===== src/rtl/otrk_pkg.sv =====
package otrk_pkg;
    parameter int ADDR_W = 16;
    parameter int OFS_W  = 4;
    parameter int TS_W   = 16;
    localparam int LINE_W = ADDR_W - OFS_W;

    typedef logic [LINE_W-1:0] line_t;
    typedef logic [TS_W-1:0]   stamp_t;
    typedef logic [3:0]        kind_t;

    localparam kind_t K_LOAD      = 4'd0;
    localparam kind_t K_FETCH     = 4'd1;
    localparam kind_t K_LOAD_TX   = 4'd2;
    localparam kind_t K_TX_BEGIN  = 4'd3;
    localparam kind_t K_TX_COMMIT = 4'd4;
    localparam kind_t K_STORE     = 4'd8;
    localparam kind_t K_STORE_TX  = 4'd9;
    localparam kind_t K_LOADX_TX  = 4'd10;
    localparam kind_t K_ATOMIC    = 4'd11;

    typedef struct packed {
        line_t  line;
        kind_t  kind;
        logic   pf;
        stamp_t stamp;
    } slot_t;

    function automatic logic kind_is_write(kind_t k);
        return k[3];
    endfunction

    function automatic line_t addr_to_line(logic [ADDR_W-1:0] a);
        return a[ADDR_W-1:OFS_W];
    endfunction

    function automatic logic slot_is_demand(slot_t s, logic wr_tbl);
        return !s.pf && (wr_tbl || !(s.kind == K_TX_BEGIN || s.kind == K_TX_COMMIT));
    endfunction
endpackage


===== src/rtl/otrk_table.sv =====
module otrk_table
    import otrk_pkg::*;
#(
    parameter int ENTRIES = 2,
    localparam int IW = (ENTRIES > 1) ? $clog2(ENTRIES) : 1
) (
    input  logic              clk,
    input  logic              rst,
    input  line_t             probe_line,
    output logic              probe_hit,
    output logic              full,
    input  logic              put_en,
    input  slot_t             put_slot,
    input  line_t             done_line,
    output logic              done_hit,
    output slot_t             done_slot,
    output logic [IW-1:0]     done_idx,
    input  logic              clr_en,
    input  logic [IW-1:0]     clr_idx,
    output logic [ENTRIES-1:0] valid_o,
    output slot_t             slot_o [ENTRIES]
);
    logic [ENTRIES-1:0] valid_q;
    slot_t              slot_q [ENTRIES];
    logic [IW-1:0]      probe_idx;
    logic [IW-1:0]      free_idx;

    // Lowest index wins for free slot and for matches.
    always_comb begin
        probe_hit = 1'b0;
        probe_idx = '0;
        full      = 1'b1;
        free_idx  = '0;
        done_hit  = 1'b0;
        done_idx  = '0;
        for (int i = ENTRIES - 1; i >= 0; i--) begin
            if (!valid_q[i]) begin
                full     = 1'b0;
                free_idx = IW'(i);
            end
            if (valid_q[i] && slot_q[i].line == probe_line) begin
                probe_hit = 1'b1;
                probe_idx = IW'(i);
            end
            if (valid_q[i] && slot_q[i].line == done_line) begin
                done_hit = 1'b1;
                done_idx = IW'(i);
            end
        end
    end

    assign done_slot = slot_q[done_idx];
    assign valid_o   = valid_q;

    always_ff @(posedge clk) begin
        if (rst) begin
            valid_q <= '0;
        end else begin
            if (put_en && !probe_hit && !full)
                valid_q[free_idx] <= 1'b1;
            if (clr_en)
                valid_q[clr_idx] <= 1'b0;
        end
    end

    always_ff @(posedge clk) begin
        if (put_en) begin
            if (probe_hit)
                slot_q[probe_idx] <= put_slot;
            else if (!full)
                slot_q[free_idx] <= put_slot;
        end
    end

    for (genvar e = 0; e < ENTRIES; e++) begin : g_out
        assign slot_o[e] = slot_q[e];
    end
endmodule


===== src/rtl/otrk_oldest.sv =====
module otrk_oldest
    import otrk_pkg::*;
#(
    parameter int THREADS = 2,
    localparam int TW = (THREADS > 1) ? $clog2(THREADS) : 1
) (
    input  logic [THREADS-1:0] cand,
    input  stamp_t             age [THREADS],
    output logic               found,
    output logic [TW-1:0]      pick
);
    stamp_t best;

    // Strict comparison keeps the lowest thread on equal ages.
    always_comb begin
        found = 1'b0;
        pick  = '0;
        best  = '0;
        for (int t = 0; t < THREADS; t++) begin
            if (cand[t] && (!found || age[t] > best)) begin
                found = 1'b1;
                pick  = TW'(t);
                best  = age[t];
            end
        end
    end
endmodule


===== src/rtl/otrk_watchdog.sv =====
module otrk_watchdog
    import otrk_pkg::*;
#(
    parameter int NT     = 8,
    parameter int THRESH = 200,
    localparam int WW = $clog2(THRESH + 1)
) (
    input  logic          clk,
    input  logic          rst,
    input  stamp_t        now,
    input  logic [NT-1:0] live,
    input  stamp_t        stamps [NT],
    output logic          alarm
);
    logic [WW-1:0] tick_q;
    logic          stale;

    always_comb begin
        stale = 1'b0;
        for (int i = 0; i < NT; i++)
            if (live[i] && (stamp_t'(now - stamps[i]) >= stamp_t'(THRESH)))
                stale = 1'b1;
    end

    always_ff @(posedge clk) begin
        if (rst) begin
            tick_q <= '0;
            alarm  <= 1'b0;
        end else if (live == '0) begin
            tick_q <= '0;
        end else if (tick_q == WW'(THRESH - 1)) begin
            tick_q <= '0;
            if (stale)
                alarm <= 1'b1;
        end else begin
            tick_q <= tick_q + 1'b1;
        end
    end
endmodule


===== src/rtl/otrk_tracker.sv =====
module otrk_tracker
    import otrk_pkg::*;
#(
    parameter int THREADS = 2,
    parameter int ENTRIES = 2,
    parameter int MAX_OUT = 6,
    parameter int THRESH  = 200,
    localparam int TW = (THREADS > 1) ? $clog2(THREADS) : 1,
    localparam int NT = THREADS * 2 * ENTRIES,
    localparam int CW = $clog2(NT + 1),
    localparam int IW = (ENTRIES > 1) ? $clog2(ENTRIES) : 1
) (
    input  logic              clk,
    input  logic              rst,
    input  logic              iss_valid,
    input  logic [TW-1:0]     iss_thread,
    input  logic [ADDR_W-1:0] iss_addr,
    input  logic [3:0]        iss_kind,
    input  logic              iss_pf,
    input  logic [TS_W-1:0]   iss_stamp,
    output logic              iss_ready,
    output logic              iss_new,
    output logic              iss_dup,
    input  logic              cmp_valid,
    input  logic [LINE_W-1:0] cmp_line,
    input  logic              cmp_write,
    output logic              hit_valid,
    output logic [TW-1:0]     hit_thread,
    output logic [3:0]        hit_kind,
    output logic [CW-1:0]     cnt_out,
    output logic [CW-1:0]     cnt_demand,
    output logic [CW-1:0]     cnt_pf,
    output logic [TS_W-1:0]   time_now,
    output logic              miss_err,
    output logic              deadlock
);
    line_t  iss_line;
    slot_t  new_slot;
    logic   tgt_k;
    logic   thr_ok;
    stamp_t now_q;

    logic           p_hit  [THREADS][2];
    logic           t_full [THREADS][2];
    logic           put_en [THREADS][2];
    logic           clr_en [THREADS][2];
    logic           d_hit  [THREADS][2];
    slot_t          d_slot [THREADS][2];
    logic [IW-1:0]  d_idx  [THREADS][2];

    logic [NT-1:0]  all_v;
    slot_t          all_s   [NT];
    stamp_t         all_ts  [NT];

    logic [THREADS-1:0] cand;
    stamp_t             cand_age [THREADS];
    logic               found;
    logic [TW-1:0]      pick;
    slot_t              ret_slot;
    logic               retire;

    logic own_hit, tgt_full, any_hit, cap_ok;

    assign iss_line = addr_to_line(iss_addr);
    assign tgt_k    = kind_is_write(iss_kind);
    assign thr_ok   = (int'(iss_thread) < THREADS);
    assign new_slot = '{line: iss_line, kind: iss_kind, pf: iss_pf, stamp: iss_stamp};
    assign time_now = now_q;

    always_ff @(posedge clk) begin
        if (rst) now_q <= '0;
        else     now_q <= now_q + 1'b1;
    end

    for (genvar t = 0; t < THREADS; t++) begin : g_thr
        for (genvar k = 0; k < 2; k++) begin : g_cls
            logic [ENTRIES-1:0] tv;
            slot_t              ts [ENTRIES];

            otrk_table #(.ENTRIES(ENTRIES)) u_tbl (
                .clk        (clk),
                .rst        (rst),
                .probe_line (iss_line),
                .probe_hit  (p_hit[t][k]),
                .full       (t_full[t][k]),
                .put_en     (put_en[t][k]),
                .put_slot   (new_slot),
                .done_line  (cmp_line),
                .done_hit   (d_hit[t][k]),
                .done_slot  (d_slot[t][k]),
                .done_idx   (d_idx[t][k]),
                .clr_en     (clr_en[t][k]),
                .clr_idx    (d_idx[t][k]),
                .valid_o    (tv),
                .slot_o     (ts)
            );

            assign put_en[t][k] = iss_valid && thr_ok && (iss_thread == TW'(t)) &&
                                  (tgt_k == k[0]) && (own_hit || cap_ok);
            assign clr_en[t][k] = retire && (pick == TW'(t)) && (cmp_write == k[0]);

            for (genvar e = 0; e < ENTRIES; e++) begin : g_ent
                assign all_v[(t*2+k)*ENTRIES + e]  = tv[e];
                assign all_s[(t*2+k)*ENTRIES + e]  = ts[e];
                assign all_ts[(t*2+k)*ENTRIES + e] = ts[e].stamp;
            end
        end

        assign cand[t]     = d_hit[t][cmp_write];
        assign cand_age[t] = stamp_t'(now_q - d_slot[t][cmp_write].stamp);
    end

    // Issue side: capacity versus line conflicts.
    always_comb begin
        own_hit  = 1'b0;
        tgt_full = 1'b1;
        if (thr_ok) begin
            own_hit  = p_hit[iss_thread][tgt_k];
            tgt_full = t_full[iss_thread][tgt_k];
        end
        any_hit = 1'b0;
        for (int t = 0; t < THREADS; t++)
            for (int k = 0; k < 2; k++)
                any_hit = any_hit | p_hit[t][k];
    end

    assign cap_ok    = thr_ok && (cnt_out < CW'(MAX_OUT)) && !tgt_full;
    assign iss_ready = cap_ok && !any_hit;
    assign iss_new   = iss_valid && !own_hit && cap_ok;
    assign iss_dup   = iss_valid && thr_ok && own_hit;

    // Completion side.
    otrk_oldest #(.THREADS(THREADS)) u_oldest (
        .cand  (cand),
        .age   (cand_age),
        .found (found),
        .pick  (pick)
    );

    assign retire   = cmp_valid && found;
    assign ret_slot = d_slot[pick][cmp_write];

    always_ff @(posedge clk) begin
        if (rst) begin
            cnt_out    <= '0;
            hit_valid  <= 1'b0;
            hit_thread <= '0;
            hit_kind   <= '0;
            miss_err   <= 1'b0;
        end else begin
            cnt_out    <= cnt_out + CW'(iss_new) - CW'(retire);
            hit_valid  <= retire && !ret_slot.pf;
            hit_thread <= pick;
            hit_kind   <= ret_slot.kind;
            if (cmp_valid && !found)
                miss_err <= 1'b1;
        end
    end

    // Demand and prefetch totals from the live entries.
    always_comb begin
        cnt_demand = '0;
        cnt_pf     = '0;
        for (int i = 0; i < NT; i++) begin
            if (all_v[i]) begin
                if (all_s[i].pf)
                    cnt_pf = cnt_pf + 1'b1;
                else if (slot_is_demand(all_s[i], ((i / ENTRIES) % 2) == 1))
                    cnt_demand = cnt_demand + 1'b1;
            end
        end
    end

    otrk_watchdog #(.NT(NT), .THRESH(THRESH)) u_wd (
        .clk    (clk),
        .rst    (rst),
        .now    (now_q),
        .live   (all_v),
        .stamps (all_ts),
        .alarm  (deadlock)
    );
endmodule


===== config.mk =====
export PLATFORM = sky130hd
export DESIGN_NAME = otrk_tracker
export DESIGN_NICKNAME = d
export VERILOG_FILES = /design/src/rtl/otrk_pkg.sv /design/src/rtl/otrk_table.sv /design/src/rtl/otrk_oldest.sv /design/src/rtl/otrk_watchdog.sv /design/src/rtl/otrk_tracker.sv
export SDC_FILE = /design/constraint.sdc
export NUM_CORES = 1
export LEC_CHECK = 0
export ABC_AREA = 0
export BUFFER_PORTS_ARGS = -buffer_cell sky130_fd_sc_hd__buf_2
export CAP_MARGIN = 10
export CORE_ASPECT_RATIO = 1.5
export CORE_MARGIN = 4
export CORE_UTILIZATION = 50
export DETAILED_ROUTE_END_ITERATION = 16
export GPL_TIMING_DRIVEN = 0
export PLACE_DENSITY = 0.73
export SLEW_MARGIN = 15
export SYNTH_ARGS = -nofsm -noshare
export SYNTH_HDL_FRONTEND = slang
export SYNTH_SLANG_ARGS = --single-unit

===== constraint.sdc =====
create_clock -name clk -period 9.5 [get_ports clk]
set_clock_uncertainty 0.05 [all_clocks]
set_input_delay 1.9 -clock clk [delete_from_list [all_inputs] [get_ports clk]]
set_output_delay 1.9 -clock clk [all_outputs]
set_load 0.02 [all_outputs]

==> Word-level counts from Yosys, hierarchy flattened <==
Memory sizes are Yosys's and may differ from the RTL's.
Cells that the tools add are included.
{ "word_totals": {"ff_bits": 44, "ramBits": 264, "mem_count": 4, "output_inout_bits": 39, "in_bits": 55} }
{ "mem_list": {"columns": ["memory", "depth", "width", "rd", "rd_clocked_by_memory_dff", "write_ports", "line_no", "rtl"], "rows": [
  ["g_thr[0].g_cls[0].u_tbl.slot_q", 2, 33, 3, 0, 1, "otrk_table.sv:24", "slot_t slot_q [ENTRIES];"],
  ["g_thr[0].g_cls[1].u_tbl.slot_q", 2, 33, 3, 0, 1, "otrk_table.sv:24", null],
  ["g_thr[1].g_cls[0].u_tbl.slot_q", 2, 33, 3, 0, 1, "otrk_table.sv:24", null],
  ["g_thr[1].g_cls[1].u_tbl.slot_q", 2, 33, 3, 0, 1, "otrk_table.sv:24", null]
]} }
{ "classes": {"mux": 186, "n_addsub": 28, "n_bitwise": 24, "reduce_logical": 104, "n_lt_le_gt_ge": 30, "n_eq_ne": 25} }
{ "op_table": {"columns": ["cell", "n"], "rows": [
  ["12-bit == test", 16],
  ["54-bit two-way mux", 3],
  ["16-bit subtractor", 10],
  ["4-bit two-way mux", 34],
  ["33-bit two-way mux", 4],
  ["33-bit OR reduction", 4],
  ["16-bit by 8-bit >= comparator with 1-bit output (second input constant)", 8],
  ["16-bit two-way mux", 7],
  ["1-bit two-way mux", 109],
  ["1-bit logical AND", 69],
  ["21-bit two-way mux", 3],
  ["4-bit by 1-bit adder with 4-bit output (second input constant)", 14],
  ["2-bit two-way mux", 18],
  ["1-bit logical NOT", 22],
  ["16-bit by 1-bit adder with 16-bit output (second input constant)", 1],
  ["4-bit by 2-bit == test with 1-bit output (second input constant)", 4],
  ["4-bit by 3-bit == test with 1-bit output (second input constant)", 4],
  ["16-bit greater-than comparator", 1],
  ["1-bit by 2-bit less-than comparator with 1-bit output (second input constant)", 8],
  ["8-bit by 1-bit adder with 8-bit output (second input constant)", 1],
  ["2-bit AND", 4],
  ["1-bit demux with 1-bit select", 8],
  ["8-bit == test (second input constant)", 1],
  ["1-bit >= comparator (second input constant)", 8],
  ["13 further kinds", 36]
]} }

==> Depth between registers and ports, before layout <==
An unclocked memory read counts as a cell.
{ "depth": {"depth_word": 32, "ltp_mapped": 32, "ltp_nobuf": 29} }

==> Cells and area by module <==
A second synthesis with hierarchy kept.
{ "hier_totals": {"hier_cells": 2365, "hier_area_um2": 24483.5} }
{ "by_module_without_submodules": {"columns": ["module", "area_each_um2", "n_inst", "seq_area_each_um2", "cells_each"], "rows": [
  ["otrk_watchdog", 7114.3, 1, 180.2, 1035],
  ["otrk_table at g_thr[0].g_cls[0].u_tbl ...", 3208.1, 2, 2021.9, 191],
  ["otrk_table at g_thr[0].g_cls[1].u_tbl ...", 3199.3, 2, 2021.9, 190],
  ["otrk_tracker", 4112.7, 1, 540.5, 506],
  ["otrk_oldest", 441.7, 1, 0.0, 62]
]} }

==> Worst setup path before layout <==
Ideal clock, no wire load.
{ "synth_timing": {"path_type": "input port to flip-flop", "from": "input port cmp_line[4]", "to": "register hit_valid", "n_path_buf": 3, "stages": 30, "t_required_ns": 9.334, "slack_ns": 1.610, "t_arrival_ns": 7.724, "cell_sequence": "clkbuf_1 -> xor2_1 -> nor4_1 -> nand3_1 -> nor3_1 -> nand2b_1 -> clkbuf_1 -> clkbuf_1 -> mux2i_1 -> a21oi_1 -> ha_1 -> fa_1 -> nor2b_1 -> o21ai_0 -> a21boi_0 -> o21ai_0 -> a21boi_0 -> o21ai_0 -> a21o_1 -> a31oi_1 -> or4_1 -> nand3_1 -> ha_1 -> a21o_1 -> a21oi_1 -> nor4bb_1 -> a211oi_1 -> o21ai_1 -> mux4_2 -> and3b_1"} }
{ "synth_between": {"elab_chain_len": 23} }
{ "synth_lines": {"columns": ["item", "line_no", "rtl"], "rows": [
  ["start: declaration", "otrk_tracker.sv:25", "input logic [LINE_W-1:0] cmp_line,"],
  ["12-bit == test", "otrk_table.sv:45", "if (valid_q[i] && slot_q[i].line == done_line) begin"],
  ["1-bit logical AND", "otrk_table.sv:45", null],
  ["1-bit two-way mux (2 in a row)", "otrk_table.sv:45", null],
  ["memory 2 x 33 bit", null, null],
  ["16-bit two-way mux (implied by the code) (3 in a row)", "otrk_tracker.sv:110", "assign cand_age[t] = stamp_t'(now_q - d_slot[t][cmp_write].stamp);"],
  ["16-bit subtractor", "otrk_tracker.sv:110", null],
  ["16-bit two-way mux", "otrk_oldest.sv:20", "if (cand[t] && (!found || age[t] > best)) begin"],
  ["16-bit greater-than comparator", "otrk_oldest.sv:20", null],
  ["1-bit logical OR", "otrk_oldest.sv:20", null],
  ["1-bit logical AND", "otrk_oldest.sv:20", null],
  ["1-bit two-way mux", "otrk_oldest.sv:20", null],
  ["1-bit NOT with 2-bit output (implied by the code)", "otrk_tracker.sv:141", "assign ret_slot = d_slot[pick][cmp_write];"],
  ["54-bit two-way mux (implied by the code) (3 in a row)", "otrk_tracker.sv:141", null],
  ["21-bit two-way mux (implied by the code) (3 in a row)", "otrk_tracker.sv:141", null],
  ["1-bit logical NOT", "otrk_tracker.sv:152", "hit_valid <= retire && !ret_slot.pf;"],
  ["1-bit logical AND *", "otrk_tracker.sv:152", null],
  ["end signal: assignment", "otrk_tracker.sv:152", null],
  ["end: declaration", "otrk_tracker.sv:27", "output logic hit_valid,"]
]} }
Every way passes the cells marked *; elsewhere a longest branch is shown, timed or not. The select of a mux whose other input is x is not followed.
A chain may end at the register's enable or synchronous reset.

==> Final worst setup path <==
{ "layout_timing": {"from": "input port cmp_line[5]", "to": "register hit_valid"} }
Same word-level chain as after synthesis.

==> impl_results.md <==
- Setup Viol. Count Final: 0
- Final ANT Viol Nets: 0
- Clock sinks: 308
- Antenna Cells: 0
- Port Buffers: 76
- Status: complete, no violations
- Required time of the worst setup path: 9.92 ns
- Count of final hold-check violations: 0
- EDFF count, synth: 264
- Max FO, Critical Path: 10
- Drc violations: 0
- Pin count of the biggest net entering global routing: 22
- Sequential area share after synthesis: 39.1%
- Most common cell in the netlist: edfxtp_1
- Dpl cells: 2982
- Vias: 18618
- Worst Slack Setup Final: 0.447 ns
- CP most frequent cell: a21oi_1
- Pleak: 10.1 nW
- Final WL: 74800 microns
- Core ar.: 44200 sq um
- TritonCTS clock tree: built
- Hold buffer count at CTS: 0
- I/O pin cnt: 94
- Vias in the first global route: 19433
- R2R depth: 29
- R2r setup slk: 1.58 ns
- Initial antenna violation count: 1
- Critical path class: in -> reg
- Flop pwr share: 47.8%
- Place WS: -1.10 ns
- Slew HR: 18.1%
- Final max-slew violation count: 0
- Die area: 48500 sq um
- Root Buffer: clkbuf_16
- Non-Filler Instances: 3035
- Initial Utilization: 50.9%
- Mapped Cells: 2304
- Crit end category: register
- Worst slew pin tran: 1.22 ns
- Net Switching: 0.000914 W
- Die width: 181 microns
- CP Launch Type: primary input
- Share of flip-flops with an asynchronous set or reset: 0%
- Die height: 268 microns
- Syn Std Cell Area: 22500 sq um
- Hold Crit Depth: 1
- Total iterations of the first detailed-routing run: 7
- GP Congestion: 1.02
- Number of max-cap violations: 0
- Total CTS buffers: 30
- Flops & latches, synth: 308
- Clock power frac: 34.8%
- WP data arrival: 9.48 ns
- Period minus WS final: 9.05 ns
- Worst r2r dst: hit_valid
- FF-to-FF Start: g_thr[0].g_cls[1].u_tbl.slot_q[1][26]
- CP peak stage delay: 0.50 ns
- Post-synth top cells: 264 x edfxtp_1, 210 x xnor2_1, 189 x inv_1
- Hold Startpoint: u_wd.tick_q[0]
- Sw frac: 28.0%
- Total GRT Usage: 30.0%
- Synth top area share: 35.2%
- Mean Syn Cell Area: 9.77 sq um
- Final core utilization: 56.2%
- Syn_nets: 2557
- Area grow syn2layout: 10.4%
- Yosys warns: 0
- P_int: 0.00235 W
- Grt ovf: 0
- Drt wl/cell: 24.7 microns
- Clock Latency Late Sink: 0.58 ns
- Row cnt: 94
- Starting DRT DRC Count: 1133
- Combinational fraction of design power: 17.4%
- Share of layout cells above drive strength 1: 9.60%
- # nets final: 2689
- Sum Neg Setup Slack: 0 ns
- Maximum vdd drop: 0.182 mV
- Clock tree buffer depth: 3
- RSZ-0062 raised after global routing: no
- Top_reg_cell synth: edfxtp_1
- Crit-path slowest cell: o31ai_1
- H-tree depth: 1
- Synth top area cells: edfxtp_1 35%, ha_1 10%, xnor2_1 8.2%
- Power Density: 131 nW/um^2
- Clk slew on worst S/H paths: 0.07 ns
- First-pass GRT wire length: 111000 microns
- Worst hold path type: reg -> reg
- Period utilization: 95.3%
- Hold EP: u_wd.tick_q[0]
- DR vias/cell: 6.13
- F_max: 110 MHz
- Cell accounting for the most synthesized area: edfxtp_1
- Netlist cell types: 91
- Detail Placement HPWL: 59200 microns
-- registers in the layout, indices dropped and copies added (netlist names) --
| name | cells |
|---|---|
| hit_kind | 4 |
| hit_valid | 1 |
| g_thr.g_cls.u_tbl.slot_q | 264 |
| time_now | 16 |
| cnt_out | 4 |
| miss_err | 1 |
| u_wd.tick_q | 8 |
| u_wd.alarm | 1 |
| g_thr.g_cls.u_tbl.valid_o | 8 |
| hit_thread | 1 |
-- per-layer routing --
layer | up-vias | track usage [%] | share of wire (%)
li1 | 8676 | - | -
met1 | 8956 | 28.9 | 33
met2 | 717 | 58.3 | 53
met3 | 269 | 3.07 | 4.7
met4 | 0 | 22.3 | 9.0
met5 | - | 0 | 0
-- how the worst max path moves through the flow --
| stage | start | to | slack, ns | depth (start not counted) |
|---|---|---|---|---|
| detailed placement | cmp_line[3] | hit_valid | -1.10 | 29 |
| finish | cmp_line[5] | hit_valid | 0.45 | 30 |
| global placement | iss_addr[6] | g_thr[1].g_cls[1].u_tbl.slot_q[1][3] | -1.89 | 9 |
| CTS | cmp_line[4] | hit_kind[3] | 0.06 | 30 |
| floorplan | cmp_line[4] | hit_valid | 1.61 | 30 |
| global route | cmp_line[5] | hit_kind[1] | 0.02 | 31 |
-- stage by stage --
| stage | power (W) | area, sq um | hold slack (ns) |
|---|---|---|---|
| 5_1_grt | 0.00339 | 24800 | 0.409 |
| 4_1_cts | 0.00328 | 24800 | 0.402 |
| 2_1_floorplan | 0.00194 | 22500 | 0.363 |
| 6_report | 0.00327 | 24800 | 0.392 |
| 3_3_place_gp | 0.00212 | 23600 | 0.375 |
| 3_5_place_dp | 0.00215 | 23900 | 0.393 |
-- cell usage in the layout, fill, tap and decap left out, types with 14 or more instances in the layout --
master / instances
ha_1: 187
nor3_1: 48
nand2_1: 150
o21ai_0: 116
o211ai_1: 47
inv_1: 189
mux2_2: 20
nor2b_1: 39
nor2_1: 151
xnor2_1: 210
nand3_1: 53
nand2b_1: 24
mux2i_1: 32
buf_2: 91
a21oi_1: 123
clkbuf_1: 49
or3_1: 14
o21a_1: 20
a21o_1: 47
buf_4: 16
dfxtp_1: 44
o31ai_1: 14
nand4_1: 53
edfxtp_1: 264
xor2_1: 90
clkbuf_16: 30
and3_1: 14
nor4_1: 27
-- repair_timing --
action / 4_1_cts / 5_1_grt
setup buffers: 0 / 0
gates cloned: 0 / 0
gates resized for setup: 4 / 27
endpoints found under the setup margin: 14 / 14
-- kinds of logic after synthesis --
group	share of synthesized area, %
AND/OR/NAND/NOR	14.7
flip-flops	39.1
multiplexers	2.62
XOR/XNOR	12.0
AO/OA/AOI/OAI	15.5
buffers and inverters	4.73
adder cells (fa/ha/maj)	11.4
-- power groups by stage --
stage	Sequential (W)	Combinational, W	Clock (W)
final	0.00156	0.000569	0.00114
after global routing	0.00157	0.000620	0.00120
after CTS	0.00156	0.000563	0.00115
after detailed placement	0.00159	0.000559	0
after global placement	0.00159	0.000529	0
after floorplan	0.00159	0.000351	0
-- worst max-delay path, delay by kind of cell --
family / cells / cell delay, ns
AO/OA/AOI/OAI: 13 / 3.01
multiplexers: 1 / 0.39
buffers and inverters: 3 / 1.10
XOR/XNOR: 2 / 0.42
adder cells (fa/ha/maj): 2 / 0.62
AND/OR/NAND/NOR: 9 / 2.01
-- final cells by class --
class	count	area, sq um
plain buffers	72	367
flip-flops and latches	308	8810
repair buffers	102	652
fillers	3941	19400
multi-input cells	1733	12700
well taps	576	721
inverters	189	709
clock inverters	13	95.1
clock buffers	42	806
No activity file was read; power rests on OpenSTA's default activity.
